## config.mk

```make
export PLATFORM = sky130hd
export DESIGN_NAME = stat_train_seq
export DESIGN_NICKNAME = d
export VERILOG_FILES = /design/src/rtl/stat_train_pkg.sv /design/src/rtl/stat_tx_gen.sv /design/src/rtl/stat_rx_det.sv /design/src/rtl/stat_train_seq.sv
export SDC_FILE = /design/constraint.sdc
export NUM_CORES = 1
export LEC_CHECK = 0
export BUFFER_PORTS_ARGS = -buffer_cell sky130_fd_sc_hd__buf_2
export CORE_MARGIN = 2
export CORE_UTILIZATION = 40
export CTS_CLUSTER_DIAMETER = 50
export DETAILED_ROUTE_END_ITERATION = 7
export SYNTH_ARGS = -nofsm -noshare
export SYNTH_HDL_FRONTEND = slang
export SYNTH_SLANG_ARGS = --single-unit
```

## constraint.sdc

```tcl
create_clock -name clk_i -period 2.83 [get_ports clk_i]
set_input_delay 0.283 -clock clk_i [delete_from_list [all_inputs] [get_ports clk_i]]
set_output_delay 0.283 -clock clk_i [all_outputs]
set_load 0.05 [all_outputs]
```

## src/rtl/stat_train_pkg.sv

```systemverilog
package stat_train_pkg;
  localparam int unsigned LANES      = 2;   // samples per clock (both edges)
  localparam int unsigned TRAIN_BITS = 2;   // status bits taking part in training
  localparam int unsigned RUN_LEN    = 10;  // samples per zero or ones run
  localparam int unsigned RUN_PAIRS  = RUN_LEN / LANES;
  localparam int unsigned UNIT_PAIRS = 2 * RUN_PAIRS;
  localparam int unsigned PAIR_W     = $clog2(UNIT_PAIRS);
  localparam int unsigned RUN_CNT_W  = $clog2(RUN_LEN + 1);
endpackage

```

## src/rtl/stat_tx_gen.sv

```systemverilog
module stat_tx_gen
  import stat_train_pkg::*;
#(
  parameter int unsigned ALPHA_W = 8
) (
  input  logic               clk_i,
  input  logic               rst_ni,
  input  logic               req_i,
  input  logic [ALPHA_W-1:0] alpha_i,
  output logic               busy_o,
  output logic               ones_o,
  output logic               done_o
);
  logic [PAIR_W-1:0]  pair_q;
  logic [ALPHA_W-1:0] rep_q, alpha_q;

  always_ff @(posedge clk_i or negedge rst_ni) begin
    if (!rst_ni) begin
      busy_o  <= 1'b0;
      done_o  <= 1'b0;
      pair_q  <= '0;
      rep_q   <= '0;
      alpha_q <= '0;
    end else begin
      done_o <= 1'b0;
      if (!busy_o) begin
        if (req_i) begin
          busy_o  <= 1'b1;
          pair_q  <= '0;
          rep_q   <= '0;
          alpha_q <= (alpha_i == '0) ? ALPHA_W'(1) : alpha_i;
        end
      end else if (pair_q == PAIR_W'(UNIT_PAIRS - 1)) begin
        pair_q <= '0;
        if (rep_q == alpha_q - ALPHA_W'(1)) begin
          busy_o <= 1'b0;
          done_o <= 1'b1;
        end else begin
          rep_q <= rep_q + ALPHA_W'(1);
        end
      end else begin
        pair_q <= pair_q + PAIR_W'(1);
      end
    end
  end

  // run length is even, so both samples of a clock share a phase
  assign ones_o = (pair_q >= PAIR_W'(RUN_PAIRS));
endmodule

```

## src/rtl/stat_rx_det.sv

```systemverilog
module stat_rx_det
  import stat_train_pkg::*;
#(
  parameter int unsigned STAT_W = 4
) (
  input  logic                      clk_i,
  input  logic                      rst_ni,
  input  logic [LANES*STAT_W-1:0]   stat_i,
  input  logic                      ignore_i,
  input  logic                      clr_i,
  output logic                      start_o,
  output logic                      trained_o
);
  logic [RUN_CNT_W-1:0] run_q, run_d;
  logic                 hit;

  // lane 0 is the earlier sample
  always_comb begin
    run_d = run_q;
    hit   = 1'b0;
    for (int l = 0; l < int'(LANES); l++) begin
      if (stat_i[l*STAT_W +: TRAIN_BITS] != '0) begin
        run_d = '0;
      end else if (run_d < RUN_CNT_W'(RUN_LEN)) begin
        run_d = run_d + RUN_CNT_W'(1);
        if (run_d == RUN_CNT_W'(RUN_LEN)) hit = 1'b1;
      end
    end
  end

  always_ff @(posedge clk_i or negedge rst_ni) begin
    if (!rst_ni) begin
      run_q     <= '0;
      start_o   <= 1'b0;
      trained_o <= 1'b0;
    end else begin
      run_q   <= run_d;
      start_o <= hit && !ignore_i;
      if (hit && !ignore_i) trained_o <= 1'b1;
      else if (clr_i)       trained_o <= 1'b0;
    end
  end
endmodule

```

## src/rtl/stat_train_seq.sv

```systemverilog
module stat_train_seq
  import stat_train_pkg::*;
#(
  parameter int unsigned STAT_W  = 4,
  parameter int unsigned ALPHA_W = 8
) (
  input  logic                    clk_i,
  input  logic                    rst_ni,
  input  logic [2*STAT_W-1:0]     cal_data_i,
  input  logic                    train_req_i,
  input  logic [ALPHA_W-1:0]      alpha_i,
  output logic [2*STAT_W-1:0]     tx_stat_o,
  output logic                    tx_busy_o,
  output logic                    tx_done_o,
  input  logic [2*STAT_W-1:0]     rx_stat_i,
  input  logic                    ignore_train_i,
  input  logic                    rx_trained_clr_i,
  output logic                    deskew_start_o,
  output logic                    rx_trained_o
);
  logic tx_ones;

  stat_tx_gen #(.ALPHA_W(ALPHA_W)) u_tx (
    .clk_i  (clk_i),
    .rst_ni (rst_ni),
    .req_i  (train_req_i),
    .alpha_i(alpha_i),
    .busy_o (tx_busy_o),
    .ones_o (tx_ones),
    .done_o (tx_done_o)
  );

  for (genvar g = 0; g < int'(LANES); g++) begin : g_lane
    logic [STAT_W-1:0] pat;
    always_comb begin
      pat = '0;
      pat[TRAIN_BITS-1:0] = tx_ones ? '1 : '0;
    end
    assign tx_stat_o[g*STAT_W +: STAT_W] =
      tx_busy_o ? pat : cal_data_i[g*STAT_W +: STAT_W];
  end

  stat_rx_det #(.STAT_W(STAT_W)) u_rx (
    .clk_i    (clk_i),
    .rst_ni   (rst_ni),
    .stat_i   (rx_stat_i),
    .ignore_i (ignore_train_i),
    .clr_i    (rx_trained_clr_i),
    .start_o  (deskew_start_o),
    .trained_o(rx_trained_o)
  );
endmodule

```

==> results.toml, run 1 <==
[status]
status = "finished clean"

[global_routing]
track_usage_pct = 16.1
antenna_found_initial = 0
grt_pass1_vias = 1587
gr-total-overflow = 0
grt_pass1_wl_um = 6960
grt_max_degree = 29

[power]
switchingPower_uw = 648
comb_power_share_pct = 42.5
p_seq_share_pct = 41.1
p_int_uw = 879
power.density_nw_per_um2 = 677
ir_drop_uv = 480
switching_share_pct = 42.4
power_frac_clock_pct = 16.4
power_leakage_uw = 0.00107

[cells_and_area]
fin_cells = 325
areaGrowthSynthToFinish_pct = 14.9
nets = 297
fillers = 460
num_antenna_cells = 0
drive_gt1_share_pct = 21.3

[synth]
synth-async-reset-ratio_pct = 100
synth-simple-area-share_pct = 24.2
synthAdderAreaFrac_pct = 5.74
netlist_area_um2 = 1960
syn-num-nets = 263
yosys_warnings = 0
synth_xor_xnor_area_share_pct = 5.35
yosysSeqAreaShare_pct = 35.7
yosysUniqueCellTypes = 52
ys.flop_type = "dfrtp_1"
synth_compound_area_share_pct = 18.1
synth_top_family_by_area = "simple AND/OR/NAND/NOR gates"
synth_edf_count = 0
synthMuxAreaShare_pct = 6.12
syn_inst = 225
syn_avg_cell_area_um2 = 8.73
ys_seq_elements = 28

[worst_hold_path]
hp-class = "input port to asynchronous set/reset pin"

[sta]
rsz0062_at_grt = "no"
fin_crit_sh_pct = 85.8
finalMaxSlewViolations = 0
clock_skew_ns = 0.00279
slew-limit-headroom_pct = 58.0
setup_viol = 0
period_needed_ns = 2.43
max_freq_mhz = 412
worst_slew_pin_slew_ns = 0.631
hold_viol = 0
tns_ns = 0

[setup_path]
reg2reg_setup_slack_ns = 0.40
r2r_start = "u_tx.alpha_q[0]"
crit_chain = "inv_1 > ha_1 > xnor2_1 > and4_1 > a41oi_1 > a211oi_2 > or3_1 > mux2_2"
worstSetupStartpointType = "flop"
cp_max_fo = 7
timing.rr.end = "u_tx.rep_q[0]"
worstPathRequired_ns = 3.00
endpoint_kind = "flop"
critical-path-max-stage-delay_ns = 0.45
worstSetupPathType = "flop to flop"
crit_arrival_ns = 2.59
critical_path.top_delay_family = "simple AND/OR/NAND/NOR gates"
crit_slowest_cell = "dfrtp_1"
path_buf_inv = 1
r2r_cells = 8

[cts]
cts_setup_buffers = 0
htree_levels = 1
cts-root-buf = "clkbuf_8"
cts_num_sinks = 28
cts_buffers = 3
ctsHoldBuffers = 0
cts_tree = "done"
clkTransAtPathRegs_ns = 0.10
cts.path.max_buffers = 2
clk_latency_ns = 0.27
cts_resized = 0

[floorplan]
boundaryPins = 41
initial_core_util_pct = 41.6
die-area_um2 = 5480
die_h_um = 74.1
rows = 25
die_w_um = 74.1
core-area_um2 = 4720

[place]
place_hpwl_um = 3090
portBuffers = 36
place_congestion = 0.872
placed_cells = 321

[detailed_routing]
antenna_left = 0
routed_wl_um = 4060
wl_per_cell_um = 12.5
vias_per_cell = 5.17
drc = 0
dr.pass1.iters = 4
drt-initial-drc-count = 82
vias = 1681

[run]
maxCapViolCount = 0
## logic make-up (layout without fill, tap and decap cells)
| logic type | after synthesis | after routing |
|---|---|---|
| XOR/XNOR | 12 | 12 |
| AND/OR/NAND/NOR | 87 | 87 |
| AO/OA/AOI/OAI | 54 | 54 |
| buffers and inverters | 24 | 57 |
| multiplexers | 11 | 11 |
| adder cells (fa/ha/maj) | 9 | 9 |
| flip-flops | 28 | 28 |
## layout by cell type (no fill, tap or decap), types with 3 or more instances in the layout
cell type  count
a21boi_0       3
a21oi_1       10
and3_1         3
buf_2         36
clkbuf_8       4
dfrtp_1       28
ha_1           9
inv_1         16
mux2_2         8
mux2i_1        3
nand2_1       17
nand2b_1      12
nand3_1        7
nor2_1        17
nor2b_1        7
nor3_1         7
o211ai_1       3
o21ai_0       15
o31ai_1        3
xnor2_1        6
xor2_1         6
## metrics by stage
step                area (µm²)  worst slack (ns)  hold WS (ns)  total power [µW]  util [%]
floorplan                 1960             0.364       -0.0126              1130         -
global placement          2200             0.458         0.346              1270      46.6
detailed placement        2200             0.420         0.350              1290      46.6
CTS                       2260             0.402        0.0388              1540      47.8
global route              2260             0.289        0.0677              1640      47.8
finish                    2260             0.403        0.0147              1530      47.8
## metal layers
metal	global-route usage (%)	up-vias	wire length [µm]
li1	-	860	-
met1	20.9	771	1940
met2	28.2	46	1880
met3	2.17	4	205
met4	4.24	0	38
met5	0	-	0
## power groups by stage
stage	clock network [µW]	registers (µW)	logic (µW)
floorplan	0	577	555
global placement	0	631	643
detailed placement	0	637	653
CTS	259	628	657
global route	271	650	717
finish	250	628	649
## Yosys cell counts, types with 2 or more instances
library cell   n  area share (%)
xor2_1         6             2.7
a21oi_1       10             2.5
a211oi_1       2            0.76
xnor2_1        6             2.7
nand2b_1      12             3.8
nor2_1        17             3.3
nand3_1        7             1.8
a21boi_0       3             1.1
nand2_1       17             3.3
buf_2          2            0.51
nor3_1         7             1.8
ha_1           9             5.7
inv_1         16             3.1
mux2i_1        3             1.5
nand4_1        2            0.64
a211o_1        2            0.89
dfrtp_1       28              36
mux2_2         8             4.6
and2_1         2            0.64
or3_1          2            0.64
o211ai_1       3             1.1
and3_1         3            0.96
a22o_1         2            0.89
o31ai_1        3             1.1
nor2b_1        7             2.2
and3_2         2            0.76
clkbuf_1       4            0.76
o21ai_1        2            0.51
o21ai_0       15             3.8
## sequential cells by signal (all words and copies together) (netlist names)
name	flops
u_rx.run_q	4
u_rx.start_o	1
u_rx.trained_o	1
u_tx.alpha_q	8
u_tx.busy_o	1
u_tx.done_o	1
u_tx.pair_q	4
u_tx.rep_q	8
## area by class of cell
class	count	area, µm²	area share, %
Timing Repair Buffer	37	188	8.32
Tap cell	67	83.8	3.72
Multi-Input combinational cell	173	1170	51.8
Inverter	16	60.1	2.66
Sequential cell	28	701	31.1
Clock buffer	4	55.1	2.44
## how the worst max path moves through the flow
stage / from / end / slack (ns) / depth (start not counted)
after floorplan: u_tx.busy_o / tx_stat_o[0] / 0.36 / 3
after global placement: u_tx.alpha_q[0] / u_tx.rep_q[0] / 0.46 / 8
after detailed placement: u_tx.alpha_q[0] / u_tx.rep_q[0] / 0.42 / 8
after CTS: u_tx.alpha_q[0] / u_tx.rep_q[0] / 0.40 / 8
after global routing: u_tx.alpha_q[0] / u_tx.rep_q[0] / 0.29 / 8
final: u_tx.alpha_q[0] / u_tx.rep_q[0] / 0.40 / 8
(Power assumes the default switching activity.)
==> run 2, diff against run 1 <==
HOLD_SLACK_MARGIN = 0.15   (was unset)
==> results.toml, run 2 (synthesis results as in run 1) <==
[cells_and_area]
final_cell_area_um2 = 2270
fillers = 457
num_antenna_cells = 0
nets = 298
drive_gt1_share_pct = 21.2
reg_top3 = "u_tx.alpha_q: 8 flops, u_tx.rep_q: 8 flops"
layout_commonest_cell = "buf_2"
areaGrowthSynthToFinish_pct = 15.4
final_cell_mix = "buf_2 (36), dfrtp_1 (28), nor2_1 (17), nand2_1 (17), inv_1 (16)"
fin_cells = 326

[cts]
htree_levels = 1
cts_buffers = 3
clk_latency_ns = 0.27
clkTransAtPathRegs_ns = 0.10
cts_tree = "done"
cts_setup_buffers = 0
cts.path.max_buffers = 2
cts_num_sinks = 28
cts_resized = 0
cts-root-buf = "clkbuf_8"

[sta]
max_freq_mhz = 412
tns_ns = 0
finalMaxSlewViolations = 0
worst_slew_pin_slew_ns = 0.635
hold_viol = 0
setup_viol = 0
period_needed_ns = 2.43
fin_crit_sh_pct = 85.8
rsz0062_at_grt = "no"
slew-limit-headroom_pct = 57.7
clock_skew_ns = 0.00279

[floorplan]
initial_core_util_pct = 41.6
die_w_um = 74.1
die_h_um = 74.1
core-area_um2 = 4720
rows = 25
die-area_um2 = 5480
boundaryPins = 41

[global_routing]
grt_pass1_vias = 1590
gr-total-overflow = 0
track_usage_pct = 16.1
antenna_found_initial = 0
grt_pass1_wl_um = 6980
grt_max_degree = 29

[detailed_routing]
vias_per_cell = 5.16
routed_wl_um = 4060
wl_per_cell_um = 12.5
dr.pass1.iters = 4
drc = 0
antenna_left = 0
vias = 1683
drt-initial-drc-count = 94

[place]
portBuffers = 36
place_hpwl_um = 3090
placedInstanceArea_um2 = 2200
place_congestion = 0.872
placed_cells = 321

[setup_path]
critical_path.top_delay_family = "simple AND/OR/NAND/NOR gates"
crit_arrival_ns = 2.59
worstPathRequired_ns = 3.00
critical-path-max-stage-delay_ns = 0.45
crit_chain = "inv_1 > ha_1 > xnor2_1 > and4_1 > a41oi_1 > a211oi_2 > or3_1 > mux2_2"
crit_cells = 8
worstSetupPathType = "flop to flop"
path_buf_inv = 1
worstSetupStartpointType = "flop"
r2r_cells = 8
cp_max_fo = 7
endpoint_kind = "flop"
crit_slowest_cell = "dfrtp_1"

[status]
status = "finished clean"

[run]
maxCapViolCount = 0

[power]
power.density_nw_per_um2 = 674
power_leakage_uw = 0.00107
ir_drop_uv = 479

[worst_hold_path]
hp-class = "input port to flop"
worstHoldPathCells = 2
-- run 2: cell types whose count changed in the layout (fill, tap and decap cells not counted) --
cell	previous run	this run
dlygate4sd3_1	0	1
-- run 2: final timing paths --
kind                       slack, ns         endpoint       startpoint
setup / recovery                0.40    u_tx.rep_q[0]  u_tx.alpha_q[0]
max in group asynchronous       1.87     u_rx.start_o           rst_ni
min in group asynchronous       0.55    u_tx.rep_q[1]           rst_ni
setup reg to reg                0.40    u_tx.rep_q[0]  u_tx.alpha_q[0]
hold reg to reg                 0.54  u_tx.alpha_q[7]  u_tx.alpha_q[7]
hold / removal                  0.20    u_rx.run_q[0]     rx_stat_i[4]
-- run 2: cell type report --
type / count / area, µm² / share of cell area (%)
flip-flops and latches: 28 / 701 / 30.9
repair buffers: 38 / 198 / 8.72
well taps: 67 / 83.8 / 3.70
inverters: 16 / 60.1 / 2.65
clock buffers: 4 / 55.1 / 2.43
multi-input cells: 173 / 1170 / 51.6
-- run 2: repair_timing --
item / 4_1_cts / 5_1_grt
hold endpoints to repair: 28 / 0
hold buffers: 1 / 0
setup endpoints to repair: 0 / 0
-- run 2: layer usage --
| metal | share of wire, % | wire, µm | vias up | track usage, % |
|---|---|---|---|---|
| met4 | 0.94 | 38 | 0 | 4.24 |
| met1 | 48 | 1940 | 771 | 21.0 |
| li1 | - | - | 862 | - |
| met5 | 0 | 0 | - | 0 |
| met2 | 46 | 1880 | 46 | 28.2 |
| met3 | 5.0 | 205 | 4 | 2.17 |
-- run 2: where the power goes --
| part | internal (µW) | switching [µW] |
|---|---|---|
| clock | 125 | 125 |
| combinational | 268 | 381 |
| sequential | 487 | 141 |
-- run 2: metrics by stage --
step	setup slack (ns)	hold slack (ns)	total power [µW]	util (%)
floorplan	0.364	-0.0126	1130	-
global placement	0.458	0.346	1270	46.6
detailed placement	0.420	0.350	1290	46.6
CTS	0.402	0.188	1550	48.0
global route	0.289	0.190	1640	48.0
finish	0.403	0.197	1530	48.0
